`src/rtl/rtx_pkg.sv`:
```
// Shared types for the retransmit tracker.
package rtx_pkg;
    typedef enum logic [1:0] {
        ST_DOWN = 2'd0,   // link not usable, wait for link-up edge
        ST_IDLE = 2'd1,   // no segment in flight
        ST_WAIT = 2'd2    // segment sent, waiting for a reply
    } trk_state_e;
endpackage

```
`src/rtl/rtx_ack_timer.sv`:
```
// Acknowledge timer. A load restarts a countdown of TIMEOUT_CYCLES cycles.
// expired is high once the countdown reaches zero, and stays high until
// the timer is reloaded or stopped.
// Assumes: load and stop are never high together.
module rtx_ack_timer #(
    parameter int TIMEOUT_CYCLES = 256
) (
    input  logic clk,
    input  logic rst_n,
    input  logic load,
    input  logic stop,
    output logic expired
);
    localparam int TW = (TIMEOUT_CYCLES > 1) ? $clog2(TIMEOUT_CYCLES) : 1;
    localparam logic [TW-1:0] RELOAD = TW'(TIMEOUT_CYCLES - 1);

    logic [TW-1:0] cnt_q;
    logic          run_q;

    // Countdown register with load, stop and hold at zero.
    always_ff @(posedge clk) begin
        if (!rst_n) begin
            cnt_q <= '0;
            run_q <= 1'b0;
        end else if (load) begin
            cnt_q <= RELOAD;
            run_q <= 1'b1;
        end else if (stop) begin
            run_q <= 1'b0;
        end else if (run_q && cnt_q != '0) begin
            cnt_q <= cnt_q - 1'b1;
        end
    end

    assign expired = run_q && (cnt_q == '0);
endmodule

```
`src/rtl/rtx_attempt_ctr.sv`:
```
// Counts the sends of the segment in flight.
// Assumes: inc is only raised while the value is below MAX_SENDS.
module rtx_attempt_ctr #(
    parameter int MAX_SENDS = 4,
    parameter int CNT_W     = 3
) (
    input  logic             clk,
    input  logic             rst_n,
    input  logic             clr,
    input  logic             first,
    input  logic             inc,
    output logic [CNT_W-1:0] value
);
    logic [CNT_W-1:0] cnt_q;

    // Clear has priority, then first send, then increment.
    always_ff @(posedge clk) begin
        if (!rst_n || clr) begin
            cnt_q <= '0;
        end else if (first) begin
            cnt_q <= CNT_W'(1);
        end else if (inc && cnt_q < CNT_W'(MAX_SENDS)) begin
            cnt_q <= cnt_q + 1'b1;
        end
    end

    assign value = cnt_q;
endmodule

```
`src/rtl/rtx_ovf_hold.sv`:
```
// Overflow status holder. In hold mode the flag is sticky until the source
// buffer reports empty; a new overflow event wins over the clear. In pass
// mode the flag is the overflow input delayed by one cycle.
module rtx_ovf_hold (
    input  logic clk,
    input  logic rst_n,
    input  logic hold_en,
    input  logic ovf_in,
    input  logic empty_in,
    output logic flag
);
    logic flag_q;

    // Sticky set / clear-on-empty, or plain delay when hold is off.
    always_ff @(posedge clk) begin
        if (!rst_n) begin
            flag_q <= 1'b0;
        end else if (!hold_en) begin
            flag_q <= ovf_in;
        end else if (ovf_in) begin
            flag_q <= 1'b1;
        end else if (empty_in) begin
            flag_q <= 1'b0;
        end
    end

    assign flag = flag_q;
endmodule

```
`src/rtl/rtx_seg_tracker.sv`:
```
// Transmit segment tracker for an acknowledged link.
// It takes one segment at a time, sends it, and times the reply. It resends
// on NACK or timeout. After MAX_SENDS failed sends it raises a resend-limit
// error and a restart request, then waits for the link to go down and up
// again.
// Assumes: ack_pulse and nack_pulse are single-cycle events in this clock
// domain; seg_ready stays high until seg_take.
module rtx_seg_tracker
    import rtx_pkg::*;
#(
    parameter int TIMEOUT_CYCLES = 256,
    parameter int MAX_SENDS      = 4,
    localparam int CNT_W         = $clog2(MAX_SENDS + 1)
) (
    input  logic             clk,
    input  logic             rst_n,
    input  logic             link_up,
    input  logic             seg_ready,
    output logic             seg_take,
    output logic             send_strobe,
    input  logic             ack_pulse,
    input  logic             nack_pulse,
    output logic             timeout_pulse,
    output logic             resend_limit_err,
    output logic             link_restart_req,
    output logic [CNT_W-1:0] attempt_count,
    input  logic             ovf_hold_en,
    input  logic             src_ovf,
    input  logic             src_empty,
    output logic             ovf_flag
);
    trk_state_e state_q, state_d;
    logic       link_prev_q;
    logic       tmr_exp;
    logic       in_wait, got_ack, failed, at_limit;
    logic       do_first, do_resend, do_abort, do_stop;
    logic       take_q, send_q, tmo_q, lim_q;

    // Decode this cycle's events from the state and the reply inputs.
    always_comb begin
        in_wait   = (state_q == ST_WAIT) && link_up;
        got_ack   = in_wait && ack_pulse;
        failed    = in_wait && !ack_pulse && (nack_pulse || tmr_exp);
        at_limit  = (attempt_count == CNT_W'(MAX_SENDS));
        do_first  = (state_q == ST_IDLE) && link_up && seg_ready;
        do_resend = failed && !at_limit;
        do_abort  = failed && at_limit;
        do_stop   = got_ack || do_abort || !link_up;
    end

    // Next-state selection.
    always_comb begin
        state_d = state_q;
        unique case (state_q)
            ST_DOWN: if (link_up && !link_prev_q) state_d = ST_IDLE;
            ST_IDLE: begin
                if (!link_up)      state_d = ST_DOWN;
                else if (do_first) state_d = ST_WAIT;
            end
            ST_WAIT: begin
                if (!link_up)      state_d = ST_DOWN;
                else if (got_ack)  state_d = ST_IDLE;
                else if (do_abort) state_d = ST_DOWN;
            end
            default: state_d = ST_DOWN;
        endcase
    end

    // State, link history and registered output pulses.
    always_ff @(posedge clk) begin
        if (!rst_n) begin
            state_q     <= ST_DOWN;
            link_prev_q <= 1'b0;
            take_q      <= 1'b0;
            send_q      <= 1'b0;
            tmo_q       <= 1'b0;
            lim_q       <= 1'b0;
        end else begin
            state_q     <= state_d;
            link_prev_q <= link_up;
            take_q      <= do_first;
            send_q      <= do_first || do_resend;
            tmo_q       <= failed && !nack_pulse && tmr_exp;
            lim_q       <= do_abort;
        end
    end

    rtx_ack_timer #(.TIMEOUT_CYCLES(TIMEOUT_CYCLES)) u_timer (
        .clk     (clk),
        .rst_n   (rst_n),
        .load    (do_first || do_resend),
        .stop    (do_stop),
        .expired (tmr_exp)
    );

    rtx_attempt_ctr #(.MAX_SENDS(MAX_SENDS), .CNT_W(CNT_W)) u_attempts (
        .clk   (clk),
        .rst_n (rst_n),
        .clr   (do_stop),
        .first (do_first),
        .inc   (do_resend),
        .value (attempt_count)
    );

    rtx_ovf_hold u_ovf (
        .clk      (clk),
        .rst_n    (rst_n),
        .hold_en  (ovf_hold_en),
        .ovf_in   (src_ovf),
        .empty_in (src_empty),
        .flag     (ovf_flag)
    );

    assign seg_take         = take_q;
    assign send_strobe      = send_q;
    assign timeout_pulse    = tmo_q;
    assign resend_limit_err = lim_q;
    assign link_restart_req = lim_q;
endmodule

```
`config.mk`:
```
export PLATFORM = sky130hd
export DESIGN_NAME = rtx_seg_tracker
export DESIGN_NICKNAME = d
export VERILOG_FILES = /design/src/rtl/rtx_pkg.sv /design/src/rtl/rtx_ack_timer.sv /design/src/rtl/rtx_attempt_ctr.sv /design/src/rtl/rtx_ovf_hold.sv /design/src/rtl/rtx_seg_tracker.sv
export SDC_FILE = /design/constraint.sdc
export NUM_CORES = 1
export LEC_CHECK = 0
export ABC_CLOCK_PERIOD_IN_PS = 5800
export CORE_MARGIN = 2
export CORE_UTILIZATION = 45
export CTS_BUF_LIST = sky130_fd_sc_hd__clkbuf_4 sky130_fd_sc_hd__clkbuf_8
export CTS_CLUSTER_DIAMETER = 200
export DETAILED_ROUTE_END_ITERATION = 6
export MAX_ROUTING_LAYER = met4
export PLACE_DENSITY = 0.7
export SLEW_MARGIN = 20
export SYNTH_ARGS = -nofsm -noshare
export SYNTH_HDL_FRONTEND = slang
export SYNTH_SLANG_ARGS = --single-unit
```
`constraint.sdc`:
```
create_clock -name clk -period 5.8 [get_ports clk]
set_input_delay 0.87 -clock clk [delete_from_list [all_inputs] [get_ports clk]]
set_output_delay 0.87 -clock clk [all_outputs]
set_load 0.005 [all_outputs]
```
# Yosys cells after proc, flatten, opt, wreduce, memory -nomap -nowiden
# Index checks and enable logic that the tools add are counted.
[totals] inputBits=9 register_bits=20 out_inout_bits=9 wordCells=73
[op_classes] addsub=2 n_mux=17 order_cmp=1 reduce_logical=34 eq_ne=8
[op_table] op="8-bit 2-to-1 mux" n=3
[op_table] op="1-bit logical AND" n=14
[op_table] op="2-bit 2-to-1 mux" n=6
[op_table] op="8-bit zero test" n=1
[op_table] op="8-bit nonzero test" n=1
[op_table] op="8-bit by 1-bit subtractor with 8-bit output, second input constant" n=1
[op_table] op="1-bit 2-to-1 mux" n=7
[op_table] op="1-bit zero test" n=6
[op_table] op="2-bit one-hot mux with 3 select lines" n=1
[op_table] op="2-bit nonzero test" n=3
[op_table] op="1-bit logical OR" n=5
[op_table] op="2-bit != test, second input constant" n=2
[op_table] op="4-bit != test, second input constant" n=1
[op_table] op="3-bit by 1-bit adder with 3-bit output, second input constant" n=1
[op_table] op="3-bit equality test, second input constant" n=1
[op_table] op="3-bit less-than comparator, second input constant" n=1
[op_table] op="3-bit by 1-bit != test with 1-bit output, second input constant" n=1
[op_table] op="3-bit != test, second input constant" n=1
[op_table] op="3-bit AND reduction" n=1
[op_table] op="2-bit by 1-bit equality test with 1-bit output, second input constant" n=1
[op_table] op="2-bit equality test, second input constant" n=1
[op_table] op="2-bit zero test" n=1
[op_table] op="2-bit AND reduction" n=1
[op_table] op="2-bit OR reduction" n=1

# Longest topological paths before layout
[logic_depth] depth_word=9 ltp_mapped=7 mapped_depth_nobuf=6

# Hierarchy
# Synthesis repeated with hierarchy kept, for this count alone.
[unflattened] cells_unflattened=118 area_unflattened_um2=1103.6
[modules_own_cells] mod="rtx_ack_timer" cells_per_inst=64 seq_area_each_um2=180.2 instances=1 area_each_um2=566.8
[modules_own_cells] mod="rtx_seg_tracker" cells_per_inst=37 seq_area_each_um2=140.1 instances=1 area_each_um2=362.8
[modules_own_cells] mod="rtx_attempt_ctr" cells_per_inst=13 seq_area_each_um2=60.1 instances=1 area_each_um2=137.6
[modules_own_cells] mod="rtx_ovf_hold" cells_per_inst=4 seq_area_each_um2=20.0 instances=1 area_each_um2=36.3

# Worst setup path after synthesis
# No wires, ideal clock.
[synth_path] kind="input to register" from="in ack_pulse" to="reg u_timer.cnt_q[1]" setup_ns=0.156 n_path_buf=0 arrival_time_ns=1.853 required_ns=5.644 stages=4 setup_slack_ns=3.791 path_cell_list="and4bb_2 > and2_1 > a21oi_1 > a221oi_1"
[synth_via] elab_chain_cells=8 word_cells_on_any_way=13 classes_between="1 x eq/ne; 1 x mux; 11 x reduce/logical"
[synth_lines] element="start: declaration" line="rtx_seg_tracker.sv:21" text="input logic ack_pulse,"
[synth_lines] element="1-bit zero test" line="rtx_seg_tracker.sv:43" text="failed = in_wait && !ack_pulse && (nack_pulse || tmr_exp);"
[synth_lines] element="1-bit logical AND (2 in a row)" line="rtx_seg_tracker.sv:43"
[synth_lines] element="1-bit logical AND" line="rtx_seg_tracker.sv:47" text="do_abort = failed && at_limit;"
[synth_lines] element="1-bit logical OR (2 in a row)" line="rtx_seg_tracker.sv:48" text="do_stop = got_ack || do_abort || !link_up;"
[synth_lines] element="2-bit != test (no source line)"
[synth_lines] element="2-bit AND reduction (no source line)"
[synth_lines] element="end signal: assignment" line="rtx_ack_timer.sv:31" text="cnt_q <= cnt_q - 1'b1;"
[synth_lines] element="end: declaration" line="rtx_ack_timer.sv:17" text="logic [TW-1:0] cnt_q;"
# Parallel ways exist; a longest one is shown, timed or not.
# A chain may end at the register's enable or synchronous reset.

# Worst setup path in the final report
[layout_path] from="in link_up" to="reg u_timer.cnt_q[1]"
[layout_via] elab_chain_cells=8 word_cells_on_any_way=16 classes_between="1 x eq/ne; 1 x mux; 14 x reduce/logical"
[layout_lines] element="start: declaration" line="rtx_seg_tracker.sv:17" text="input logic link_up,"
[layout_lines] element="1-bit logical AND" line="rtx_seg_tracker.sv:41" text="in_wait = (state_q == ST_WAIT) && link_up;"
[layout_lines] element="1-bit logical AND (2 in a row)" line="rtx_seg_tracker.sv:43"
[layout_lines] element="1-bit logical AND" line="rtx_seg_tracker.sv:47"
[layout_lines] element="1-bit logical OR (2 in a row)" line="rtx_seg_tracker.sv:48"
[layout_lines] element="2-bit != test (no source line)"
[layout_lines] element="2-bit AND reduction (no source line)"
# Parallel ways exist; a longest one is shown, timed or not.

==> out/metrics.yaml <==
rr_startpoint: "u_timer.cnt_q[0]$_SDFFE_PN0P_"
place_hpwl_um: 1800
final_common_cell: "dfxtp_1"
clock-sinks: 20
ant_nets: 0
yosysTopAreaCellShare_pct: 39.2
vias: 976
p_leak_nw: 0.497
cts_tree: "done"
syn_inst: 120
coreArea_um2: 2170
antenna_found_initial: 0
finalHoldViolations: 0
final_area_um2: 1250
cts_hold_buf: 0
peakVddDrop_mv: 0.138
yosys-top-cells-area: "dfxtp_1, a31oi_1, ha_1"
globalplace.congestion: 0.824
fin_crit_ns: 2.56
hold_slack_ns: 0.540
grt_pass1_wl_um: 4110
ys_seq_area_share_pct: 39.2
cp.arrival_ns: 2.71
drt_iter0_drc: 18
num_rows: 17
routedWlPerCell_um: 14.6
slowest_delay_ns: 0.60
syn_nets: 133
crit_type: "in2reg"
io_buffers: 17
yosysWarnings: 0
critPathSlowestCell: "a21oi_1"
post-place-ws_ns: 2.92
slew_viol_final: 0
cts_setup_buffers: 0
start_util_pct: 47.1
setup_tns_ns: 0
cts-htree-levels: 1
rsz0062_at_grt: "no"
ctsRootBufferMaster: "clkbuf_4"
diodes: 0
max-slew-margin-rel_pct: 48.8
insertion_delay_ns: 0.30
cts_made_buffers: 3
die_h_um: 51.6
die_x_um: 51.6
avgSynthCellArea_um2: 8.51
ys_seq_elements: 20
crit_required_ns: 5.95
synth_top_cell_by_area: "dfxtp_1"
fp.dieArea_um2: 2670
tightestPinTransition_ns: 0.768
cts_buffer_depth: 2
firstDrtPassIters: 4
cts_resized: 0
fin_util_pct: 57.7
dpl.cell_count: 161
ys.flop_type: "dfxtp_1"
area_growth_syn_to_layout_pct: 22.5
critPathCaptureType: "flop"
fmax_mhz: 391
synth_cell_type_count: 35
r2r_slack_ns: 3.63
place_area_um2: 1200
synth_edf_count: 0
async_flop_share_pct: 0
timing.final.crit_share_pct: 44.1
status: "finished clean"
reg2regPathDepth: 6
nNetsFinal: 151
total_power_uw: 311
powerDensity_nw_per_um2: 249
grt_max_degree: 15
r2r-end: "u_timer.cnt_q[1]$_SDFFE_PN0P_"
overflow: 0
worstPathCellList: "clkdlybuf4s50_1 > and4bb_2 > and2_1 > a21oi_1 > a221oi_1"
clk_pin_slew_ns: 0.12
viasPerCell: 5.92
stdcell_count: 165
drive_above_1_share_pct: 5.11
worstSetupEndpoint: "u_timer.cnt_q[1]$_SDFFE_PN0P_"
drt-total-wl_um: 2410
startpoint_type: "input port"
ios: 18
finalSetupViolations: 0
maxCapViolCount: 0
finalWorstSetupSlack_ns: 3.24
grt_pass1_vias: 905
layout_common_cells: "dfxtp_1, clkdlybuf4s50_1, nand2_1, a31oi_1, inv_1"
grt_use_total_pct: 21.2
mappedNetlistArea_um2: 1020
startpoint: "link_up"
fin_skew_ns: 0.00647
crit_fanout: 10
route.detailed.drc: 0
hold_path.class: "reg2reg"
==> routing by layer <==
| layer | vias to the layer above | share of wire (%) | global-route usage, % |
|---|---|---|---|
| met4 | 0 | 0.70 | 7.89 |
| met5 | - | 0 | - |
| met1 | 465 | 48 | 27.3 |
| li1 | 485 | - | - |
| met2 | 24 | 48 | 34.2 |
| met3 | 2 | 3.4 | 2.59 |
==> registers in the layout, summed over array words and instances, names as in the netlist <==
signal / cells
link_restart_req: 1
u_timer.cnt_q: 8
link_prev_q: 1
u_attempts.value: 3
state_q: 2
u_ovf.flag: 1
send_strobe: 1
seg_take: 1
timeout_pulse: 1
u_timer.run_q: 1
==> worst min path at each step <==
stage | endpoint | depth (start not counted) | startpoint | slack, ns
floorplan | u_ovf.flag$_SDFFE_PN0P_ | 2 | u_ovf.flag$_SDFFE_PN0P_ | 0.49
global placement | u_ovf.flag$_SDFFE_PN0P_ | 2 | u_ovf.flag$_SDFFE_PN0P_ | 0.48
detailed placement | u_ovf.flag$_SDFFE_PN0P_ | 2 | u_ovf.flag$_SDFFE_PN0P_ | 0.51
CTS | u_ovf.flag$_SDFFE_PN0P_ | 2 | u_ovf.flag$_SDFFE_PN0P_ | 0.54
global route | u_ovf.flag$_SDFFE_PN0P_ | 2 | u_ovf.flag$_SDFFE_PN0P_ | 0.56
finish | u_timer.cnt_q[3]$_SDFFE_PN0P_ | 2 | u_timer.cnt_q[3]$_SDFFE_PN0P_ | 0.54
==> worst max-delay path: cells and delay by family <==
family | cells | cell delay [ns]
AND/OR/NAND/NOR | 2 | 0.51
AO/OA/AOI/OAI | 2 | 0.81
buffers and inverters | 1 | 0.53
==> synth_stat cells, drive strengths merged, types with 2 or more instances <==
| cell type | number |
|---|---|
| a211oi | 2 |
| a21oi | 4 |
| a221oi | 4 |
| a31oi | 11 |
| and2 | 2 |
| and3 | 2 |
| buf | 3 |
| dfxtp | 20 |
| ha | 4 |
| inv | 10 |
| nand2 | 11 |
| nand3 | 3 |
| nand4 | 2 |
| nor2 | 7 |
| nor2b | 3 |
| nor3 | 4 |
| nor3b | 3 |
| o21ai | 6 |
| o31ai | 2 |
| or4 | 4 |
==> area by class of cell <==
type	instances	area [um2]
timing repair buffer	17	170
clock buffer	3	22.5
fill	232	918
inverter	10	37.5
sequential	20	400
tap	28	35.0
clock inverter	1	30.0
multi-input combinational	86	556
==> power by group <==
part	leakage (nW)	internal [mW]	switching, mW	total, mW
clock	0.0279	0.0698	0.0435	0.113
combinational	0.306	0.0203	0.0289	0.0492
sequential	0.163	0.143	0.00570	0.149
total	0.497	0.233	0.0781	0.311
==> cell families after synthesis <==
family                     Yosys count  share of synthesized area, %
AOI/OAI and AO/OA                   33                          21.7
adders and majority gates            4                          4.90
buffers and inverters               14                          6.37
DFF                                 20                          39.2
and+or+nand+nor                     49                          27.8
Power figures use the tool's default switching activity.
